===== src/rtl/lcdp_pkg.sv =====
package lcdp_pkg;
  localparam int SUB_W  = 3;
  localparam int BYTE_W = 8;

  typedef enum logic [2:0] {
    PH_IDLE,
    PH_ADDR,
    PH_CMD,
    PH_DATA,
    PH_SKIP
  } phase_e;

  typedef enum logic [1:0] {
    SH_BITS,
    SH_WAITF,
    SH_ACK
  } shift_e;
endpackage


===== src/rtl/lcdp_bus_sampler.sv =====
module lcdp_bus_sampler #(
  parameter int SYNC = 2
) (
  input  logic clk,
  input  logic rst,
  input  logic scl_i,
  input  logic sda_i,
  output logic scl_s,
  output logic sda_s,
  output logic scl_rise,
  output logic scl_fall,
  output logic start_det,
  output logic stop_det
);
  // SYNC synchronizer stages plus one history stage per line
  logic [SYNC:0] scl_q;
  logic [SYNC:0] sda_q;

  always_ff @(posedge clk) begin
    if (rst) begin
      scl_q <= '1;
      sda_q <= '1;
    end else begin
      scl_q <= {scl_q[SYNC-1:0], scl_i};
      sda_q <= {sda_q[SYNC-1:0], sda_i};
    end
  end

  logic scl_p, sda_p;
  assign scl_s = scl_q[SYNC-1];
  assign sda_s = sda_q[SYNC-1];
  assign scl_p = scl_q[SYNC];
  assign sda_p = sda_q[SYNC];

  assign scl_rise  = scl_s & ~scl_p;
  assign scl_fall  = ~scl_s & scl_p;
  assign start_det = scl_s & scl_p & sda_p & ~sda_s;
  assign stop_det  = scl_s & scl_p & ~sda_p & sda_s;
endmodule


===== src/rtl/lcdp_byte_shifter.sv =====
module lcdp_byte_shifter
  import lcdp_pkg::*;
(
  input  logic              clk,
  input  logic              rst,
  input  logic              clr,
  input  logic              scl_rise,
  input  logic              scl_fall,
  input  logic              sda_s,
  output logic              byte_done,
  output logic [BYTE_W-1:0] byte_q,
  output logic              ack_slot
);
  localparam int CNT_W = $clog2(BYTE_W);

  shift_e           st;
  logic [CNT_W-1:0] cnt;

  always_ff @(posedge clk) begin
    if (rst || clr) begin
      st        <= SH_BITS;
      cnt       <= '0;
      byte_done <= 1'b0;
      byte_q    <= '0;
    end else begin
      byte_done <= 1'b0;
      case (st)
        SH_BITS: if (scl_rise) begin
          byte_q <= {byte_q[BYTE_W-2:0], sda_s};
          if (cnt == CNT_W'(BYTE_W - 1)) begin
            cnt       <= '0;
            st        <= SH_WAITF;
            byte_done <= 1'b1;
          end else begin
            cnt <= cnt + 1'b1;
          end
        end
        SH_WAITF: if (scl_fall) st <= SH_ACK;
        SH_ACK:   if (scl_fall) st <= SH_BITS;
        default:  st <= SH_BITS;
      endcase
    end
  end

  assign ack_slot = (st == SH_ACK);
endmodule


===== src/rtl/lcdp_disp_ram.sv =====
module lcdp_disp_ram #(
  parameter int DEPTH = 40,
  parameter int W     = 8,
  localparam int AW   = $clog2(DEPTH)
) (
  input  logic          clk,
  input  logic          we,
  input  logic [AW-1:0] waddr,
  input  logic [W-1:0]  wdata,
  input  logic [AW-1:0] raddr,
  output logic [W-1:0]  rdata
);
  logic [W-1:0] row [DEPTH];

  for (genvar g = 0; g < DEPTH; g++) begin : g_row
    always_ff @(posedge clk) begin
      if (we && waddr == AW'(g)) row[g] <= wdata;
    end
  end

  assign rdata = (int'(raddr) < DEPTH) ? row[raddr] : '0;
endmodule


===== src/rtl/lcd_i2c_cmd_parser.sv =====
module lcd_i2c_cmd_parser
  import lcdp_pkg::*;
#(
  parameter int          DEPTH   = 40,
  parameter int          SYNC    = 2,
  parameter logic [5:0]  ADDR_HI = 6'b011100,
  localparam int         PTR_W   = $clog2(DEPTH)
) (
  input  logic              clk,
  input  logic              rst,
  input  logic              scl_i,
  input  logic              sda_i,
  output logic              sda_oe,
  input  logic              sa0_strap,
  input  logic [SUB_W-1:0]  hw_sub,
  output logic              cmd_valid,
  output logic [BYTE_W-1:0] cmd_byte,
  input  logic [PTR_W-1:0]  rd_addr,
  output logic [BYTE_W-1:0] rd_data
);
  logic scl_s, sda_s, scl_rise, scl_fall, start_det, stop_det;

  lcdp_bus_sampler #(.SYNC(SYNC)) u_samp (
    .clk(clk), .rst(rst), .scl_i(scl_i), .sda_i(sda_i),
    .scl_s(scl_s), .sda_s(sda_s), .scl_rise(scl_rise), .scl_fall(scl_fall),
    .start_det(start_det), .stop_det(stop_det)
  );

  phase_e             phase;
  logic               byte_done;
  logic [BYTE_W-1:0]  rx_byte;
  logic               ack_slot;
  logic               ack_hold;
  logic               shift_clr;
  logic [SUB_W-1:0]   sel_sub;
  logic [PTR_W-1:0]   ptr;

  assign shift_clr = start_det | stop_det | (phase == PH_IDLE);

  lcdp_byte_shifter u_shift (
    .clk(clk), .rst(rst), .clr(shift_clr),
    .scl_rise(scl_rise), .scl_fall(scl_fall), .sda_s(sda_s),
    .byte_done(byte_done), .byte_q(rx_byte), .ack_slot(ack_slot)
  );

  // byte decode
  logic addr_hit, sel_hit, is_sub_cmd, is_ptr_cmd, more_cmds, live_byte;
  logic [PTR_W-1:0] ptr_load;
  assign live_byte  = byte_done & ~start_det & ~stop_det;
  assign addr_hit   = (rx_byte[7:1] == {ADDR_HI, sa0_strap}) & ~rx_byte[0];
  assign sel_hit    = (sel_sub == hw_sub);
  assign is_sub_cmd = (rx_byte[6:5] == 2'b11) & (rx_byte[4:3] == 2'b10);
  assign is_ptr_cmd = (rx_byte[6:5] == 2'b00);
  assign more_cmds  = rx_byte[7];
  assign ptr_load   = (int'(rx_byte[4:0]) < DEPTH) ? PTR_W'(rx_byte[4:0]) : '0;

  always_ff @(posedge clk) begin
    if (rst) begin
      phase     <= PH_IDLE;
      ack_hold  <= 1'b0;
      sel_sub   <= '0;
      ptr       <= '0;
      cmd_valid <= 1'b0;
      cmd_byte  <= '0;
    end else begin
      cmd_valid <= 1'b0;
      if (stop_det) begin
        phase    <= PH_IDLE;
        ack_hold <= 1'b0;
      end else if (start_det) begin
        phase    <= PH_ADDR;
        ack_hold <= 1'b0;
      end else if (byte_done) begin
        case (phase)
          PH_ADDR: begin
            ack_hold <= addr_hit;
            phase    <= addr_hit ? PH_CMD : PH_SKIP;
          end
          PH_CMD: begin
            ack_hold  <= 1'b1;
            cmd_valid <= 1'b1;
            cmd_byte  <= rx_byte;
            if (is_sub_cmd) sel_sub <= rx_byte[SUB_W-1:0];
            if (is_ptr_cmd) ptr <= ptr_load;
            if (!more_cmds) phase <= PH_DATA;
          end
          PH_DATA: begin
            ack_hold <= sel_hit;
            if (ptr == PTR_W'(DEPTH - 1)) begin
              ptr     <= '0;
              sel_sub <= sel_sub + 1'b1;
            end else begin
              ptr <= ptr + 1'b1;
            end
          end
          default: ack_hold <= 1'b0;
        endcase
      end
    end
  end

  assign sda_oe = ack_slot & ack_hold;

  logic ram_we;
  assign ram_we = live_byte & (phase == PH_DATA) & sel_hit;

  lcdp_disp_ram #(.DEPTH(DEPTH), .W(BYTE_W)) u_ram (
    .clk(clk), .we(ram_we), .waddr(ptr), .wdata(rx_byte),
    .raddr(rd_addr), .rdata(rd_data)
  );
endmodule


===== config.mk =====
export PLATFORM = sky130hd
export DESIGN_NAME = lcd_i2c_cmd_parser
export DESIGN_NICKNAME = d
export VERILOG_FILES = /design/src/rtl/lcdp_pkg.sv /design/src/rtl/lcdp_bus_sampler.sv /design/src/rtl/lcdp_byte_shifter.sv /design/src/rtl/lcdp_disp_ram.sv /design/src/rtl/lcd_i2c_cmd_parser.sv
export SDC_FILE = /design/constraint.sdc
export NUM_CORES = 1
export LEC_CHECK = 0
export ABC_AREA = 1
export CELL_PAD_IN_SITES_DETAIL_PLACEMENT = 1
export CELL_PAD_IN_SITES_GLOBAL_PLACEMENT = 2
export CORE_ASPECT_RATIO = 0.6
export CORE_MARGIN = 10
export CORE_UTILIZATION = 47
export CTS_BUF_LIST = sky130_fd_sc_hd__clkbuf_4
export DETAILED_ROUTE_END_ITERATION = 6
export PLACE_DENSITY_LB_ADDON = 0.3
export SLEW_MARGIN = 20
export SYNTH_ARGS = -nofsm -noshare
export SYNTH_HDL_FRONTEND = slang
export SYNTH_SLANG_ARGS = --single-unit

===== constraint.sdc =====
create_clock -name clk -period 3.72 [get_ports clk]
set_input_delay 0.744 -clock clk [delete_from_list [all_inputs] [get_ports clk]]
set_output_delay 0.744 -clock clk [all_outputs]
set_load 0.03 [all_outputs]

== After elaboration in Yosys (flattened, before gate mapping) ==
Memories as Yosys holds them, arrays and structs flattened.
Cells that the tools add are included.
Storage, ports and cells
  bits in registers: 42
  bits in writable memories: 320
  input bits: 14
  output and inout bits: 18
  memories: 1
Memory list
  u_ram.row: words 40, width 8, rd ports 1, clocked after memory_dff 0, write ports 1, RTL line lcdp_disp_ram.sv:13  | logic [W-1:0] row [DEPTH];
Operators by class
  add/sub/neg operators: 3
  $lt $le $gt $ge: 1
  equal/unequal tests: 58
  multiplexer cells: 218
  bitwise gates (word level): 26
  reduce and logical (&&, ||, !) cells: 99
Operator list (number)
  $mux W8: 40
  $reduce_or A8 Y1: 39
  $mux W6: 41
  $mux W1: 123
  $eq A6 B5 Y1 const B: 16
  $eq A6 B4 Y1 const B: 8
  $eq A6 B6 Y1 const B: 8
  $logic_and A1 B1 Y1: 40
  $eq A6 B3 Y1 const B: 4
  $mux W3: 5
  $and A1 B1 Y1: 14
  $ne A2 B2 Y1 const B: 7
  $eq A6 B2 Y1 const B: 2
  $pmux W3 S2: 2
  $pmux W6 S2: 1
  $not A1 Y1: 10
  $mux W2: 4
  $reduce_and A4 Y1: 2
  $eq A7 B6 Y1: 1
  $add A3 B1 Y3 const B: 2
  $add A6 B1 Y6 const B: 1
  $eq A2 B2 Y1 const B: 3
  $eq A3 B2 Y1 const B: 2
  $eq A6 B1 Y1 const B: 1
  other kinds (23): 29

== Depth between registers and ports, before layout ==
  word-level depth: 51
  depth in mapped cells: 13
  gate-level depth less buffers: 11

== Hierarchy ==
From an unflattened synthesis, not the netlist that was laid out.
Second synthesis, totals
  cell total of the unflattened synthesis: 1446
  area total of the unflattened synthesis: 15288.4 µm²
Modules (own cells, without submodules)
  lcdp_disp_ram: times used 1, cells each 1132, area each 13180.1 µm²
  lcd_i2c_cmd_parser: times used 1, cells each 204, area each 1277.5 µm²
  lcdp_byte_shifter: times used 1, cells each 86, area each 633.1 µm²
  lcdp_bus_sampler: times used 1, cells each 24, area each 197.7 µm²

== Least setup slack after synthesis ==
OpenSTA, ideal clock, no wires.
  path kind: input -> output
  start point: in rd_addr[0]
  end point: out rd_data[4]
  data arrival time: 2.052 ns
  data required time: 2.976 ns
  slack: 0.924 ns
  stages on the path: 12
  buffers on the path: 3
  cell sequence: buf_6 inv_4 buf_6 buf_6 nand2_1 nand3_1 nand3_1 nand3_1 nand2_1 nor2_1 nand2_1 a21oi_1
Between the ends
  longest elaborated chain between the ends: 2
RTL lines
  from (decl): RTL line lcd_i2c_cmd_parser.sv:18  | input logic [PTR_W-1:0] rd_addr,
  $mem_v2 Z40 W8 / $lt A6 B6 Y1 (equally long branches)
  $mux W8 (*): RTL line lcdp_disp_ram.sv:21  | assign rdata = (int'(raddr) < DEPTH) ? row[raddr] : '0;
  to (decl): RTL line lcd_i2c_cmd_parser.sv:19  | output logic [BYTE_W-1:0] rd_data
Mark *: on every way between the ends. The rest lies on a longest branch, timed or not.

== Worst setup path in the final report ==
  start point: in rd_addr[2]
  end point: out rd_data[3]
The elaborated chain is that of the path after synthesis.

==> impl.org <==
** CTS
- At the later pin of the worst-skew pair, clock insertion delay measures 0.80 ns.
- Number of buffers inserted by post-CTS setup repair :: 0
- In this run, post-CTS hold repair placed 0 buffers.
- Counting along the longest clock path gives a buffer depth of 3.
- Gates resized during post-CTS repair numbered 0.
- TritonCTS clock tree :: yes
- CTS placed an instance of clkbuf_4 at the clock tree root.
- Total clock buffers created by CTS :: 86
- Maximum level of the CTS H-tree :: 3
- Clock sinks :: 362
- Clock transition time at the flip-flop clock pins of the worst setup and hold paths :: 0.06 ns

** STA
- Fmax :: 302 MHz
- Endpoints failing setup :: 0
- Worst-margin pin slew :: 1.08 ns
- The final-report hold violation count came to 0.
- Post-route clock skew :: between 0.05 and 0.06 ns
- Tightest slew margin relative to the limit :: 28.0%
- Hold is met by roughly 0.41 ns.
- Period utilization :: 88.9%
- In the post-route analysis, the smallest setup slack over all paths is 0.413 ns.
- TNS Setup :: 0 ns
- Number of pins with negative max-slew slack in the final report :: 0
- Subtracting the final worst setup slack from the clock period gives roughly 3.3 ns.
- RSZ-0062 raised after global routing :: false

** Setup path
- Startpoint Class :: input pin
- R2R depth :: 8
- For the worst setup path, the data arrival time is 2.56 ns.
- At the worst endpoint, the required time is 2.98 ns.
- Along the worst path, the maximum fanout reaches 41.
- The worst setup path is of the in -> out kind.
- Critical path endpoint category :: output pin
- The largest individual stage delay along the critical path comes from the cell clkdlybuf4s50_1.
- Traced cell by cell, the critical path runs through clkdlybuf4s50_1, buf_4, o221ai_1, nand3_1, nand2_1, buf_12.
- Largest stage delay, worst path :: 0.47 ns

** Synthesis
- Average cell area after synthesis :: roughly 11 µm²
- The number of nets handed over by synthesis was 1395.
- Number of distinct standard cells referenced by the synthesized netlist :: 39
- Synthesis handed over a netlist of 1374 instances.
- Post-synth EDFFs :: 320
- Fraction of registers with async set or reset after synthesis :: 0%
- Register bit total from synthesis :: 362
- Summing the sequential cell areas from Yosys gives 69.1% of the chip area.
- The most used flip-flop cell after synthesis is edfxtp_1.
- Post-synthesis instance area :: 15100 µm²
- Synth warnings :: 0

** Floorplanning
- The floorplan has 50 rows.
- The die is about 160 µm tall.
- Die outline width :: 252 µm
- During I/O placement, the number of pins put on the boundary was 32.
- Placeable core region :: 31500 µm²
- For this configuration, the core starts out at a cell density of ~48%.
- The die covers 40000 µm².

** Power and ir drop
- IR Drop Worst-Case VDD :: between 200 and 300 µV
- For this design the static power due to leakage is 6.61 nW.
- Per report_power, the clock group accounts for 41.6% of the total.
- The design draws 8.18 mW.
- Net switching fraction of the power :: 23.9%
- Internal Pwr Total :: approximately 6.2 mW
- Per report_power, the combinational group accounts for 5.2% of the total.
- Registers are responsible for 53.3% of the overall power.
- P per Cell Area :: 473 nW/µm²
- Summed over all nets, the switching power comes to ~2 mW.

** Drt
- For this run, the detailed router's first-pass iteration total came to 5.
- The detailed router placed 11000 vias in this run.
- Final antenna-violating net count :: 0
- For this run, design rule violations remaining after detail routing come to 0.
- The detailed router finished its first iteration with 1237 violations.
- Vias/cell :: 5.58
- After detailed routing, the average wire length per cell comes to 23.4 µm.
- Summed over all layers, the routed wires come to 46.2 mm.

** GRT
- The first global-routing pass estimated between 60 and 70 mm of wire.
- The number of global-route vias before repair was 11100.
- Pin count of the biggest net entering global routing :: 94
- Initial antenna violation count :: 1
- Global routing used around 23% of the available tracks across all layers.
- Total gr overflow :: 0

** Layout
- Utilization after layout :: a little over half
- Excluding fillers, the count of instances in the completed layout stands at 1978.
- Synth-to-layout area growth :: 14.3%
- At the end of the flow, the number of nets in the layout was 1511.
- Layout cell share with drive strength beyond 1 :: approximately 16%
- After routing the design area is 17300 µm².
- Most common cell after layout, fill and taps aside :: nand2_1
- Leaving out fill and tap cells, the most frequent cells in the layout are nand2_1, edfxtp_1, nand3_1.

** Flow run
- Number of max-capacitance violations reported :: 0

** Placed design
- Instance count after placement with tap cells included :: ~1800
- GP Congestion :: 0.862
- After detailed placement, the total cell area comes to between 15000 and 20000 µm².
- Detailed placement finished with a half-perimeter wire length of 29.1 mm.
- Input and output buffers added on the ports amount to 31.
- Post-placement worst setup slack :: 0.425 ns

** Hold path
- Along the worst hold path, the cell count comes to 1.
- The worst hold path belongs to the class reg -> reg.

** Status
- The run finished with clean final reports.
[worst paths after layout]
path,startpoint,end,slack [ns]
setup / recovery,rd_addr[2],rd_data[3],0.41
hold / removal,u_samp.sda_q[0],u_samp.sda_q[1],0.41
setup reg to reg,phase[2],u_ram.row[20][1],1.41
hold reg to reg,u_samp.sda_q[0],u_samp.sda_q[1],0.41
[worst max-delay path: cells and delay by family]
family,cells,cell delay (ns)
AOI/OAI and AO/OA,1,0.41
and+or+nand+nor,2,0.31
buffers and inverters,3,1.08
[area by class of cell]
type                            instances  area (µm²)
Antenna cell                            1        2.50
Multi-Input combinational cell        890        4040
Clock buffer                          130         976
Clock inverter                         29         170
Tap cell                              416         520
Inverter                               52         205
Sequential cell                       362       10500
Timing Repair Buffer                   98         901
Fill cell                            3432       14200
[logic make-up (layout without fill, tap and decap cells)]
| group | Yosys count | count (layout) | synth area share, % |
|---|---|---|---|
| XOR/XNOR | 7 | 7 | 0.406 |
| flip-flops | 362 | 362 | 69.1 |
| buffers and inverters | 122 | 309 | 4.12 |
| AO/OA/AOI/OAI | 128 | 128 | 4.64 |
| adder cells (fa/ha/maj) | 7 | 7 | 0.579 |
| AND/OR/NAND/NOR | 748 | 748 | 21.1 |
| other | 0 | 1 | 0 |
[power groups by stage]
| stage | Clock (mW) | Combinational, mW | Sequential (mW) |
|---|---|---|---|
| floorplan | 0 | 0.261 | 4.45 |
| global placement | 0 | 0.412 | 4.45 |
| detailed placement | 0 | 0.418 | 4.45 |
| CTS | 3.47 | 0.422 | 4.36 |
| global route | 3.69 | 0.460 | 4.35 |
| finish | 3.40 | 0.423 | 4.36 |
[synth_stat cells, drive strengths merged, types with 4 or more instances]
cell type,number,area share (%)
o211ai,7,0.35
xnor2,5,0.29
nand3,195,6.6
or2,4,0.17
nor2,145,3.9
inv,50,1.3
buf,50,2.3
nand2,388,9.8
edfxtp,320,64
a21oi,40,1.3
clkbuf,20,0.50
o221ai,10,0.58
o21ai,68,2.3
ha,7,0.58
dfxtp,42,5.6
nor3,12,0.40
[flip-flops by register name (all words and copies together), names as in the netlist, 2 cells and up]
register        flops
u_shift.cnt         3
u_ram.row         320
u_shift.st          2
u_samp.sda_q        3
ptr                 6
cmd_byte            8
phase               3
sel_sub             3
u_shift.byte_q      8
u_samp.scl_q        3
[metal layers]
| layer | track usage [%] | share of wire (%) | up-vias |
|---|---|---|---|
| li1 | - | - | 5041 |
| met1 | 34.6 | 48 | 5525 |
| met2 | 32.4 | 42 | 424 |
| met3 | 6.02 | 8.6 | 57 |
| met4 | 5.98 | 1.5 | 0 |
| met5 | 0 | 0 | - |
No activity file was read; power rests on OpenSTA's default activity.
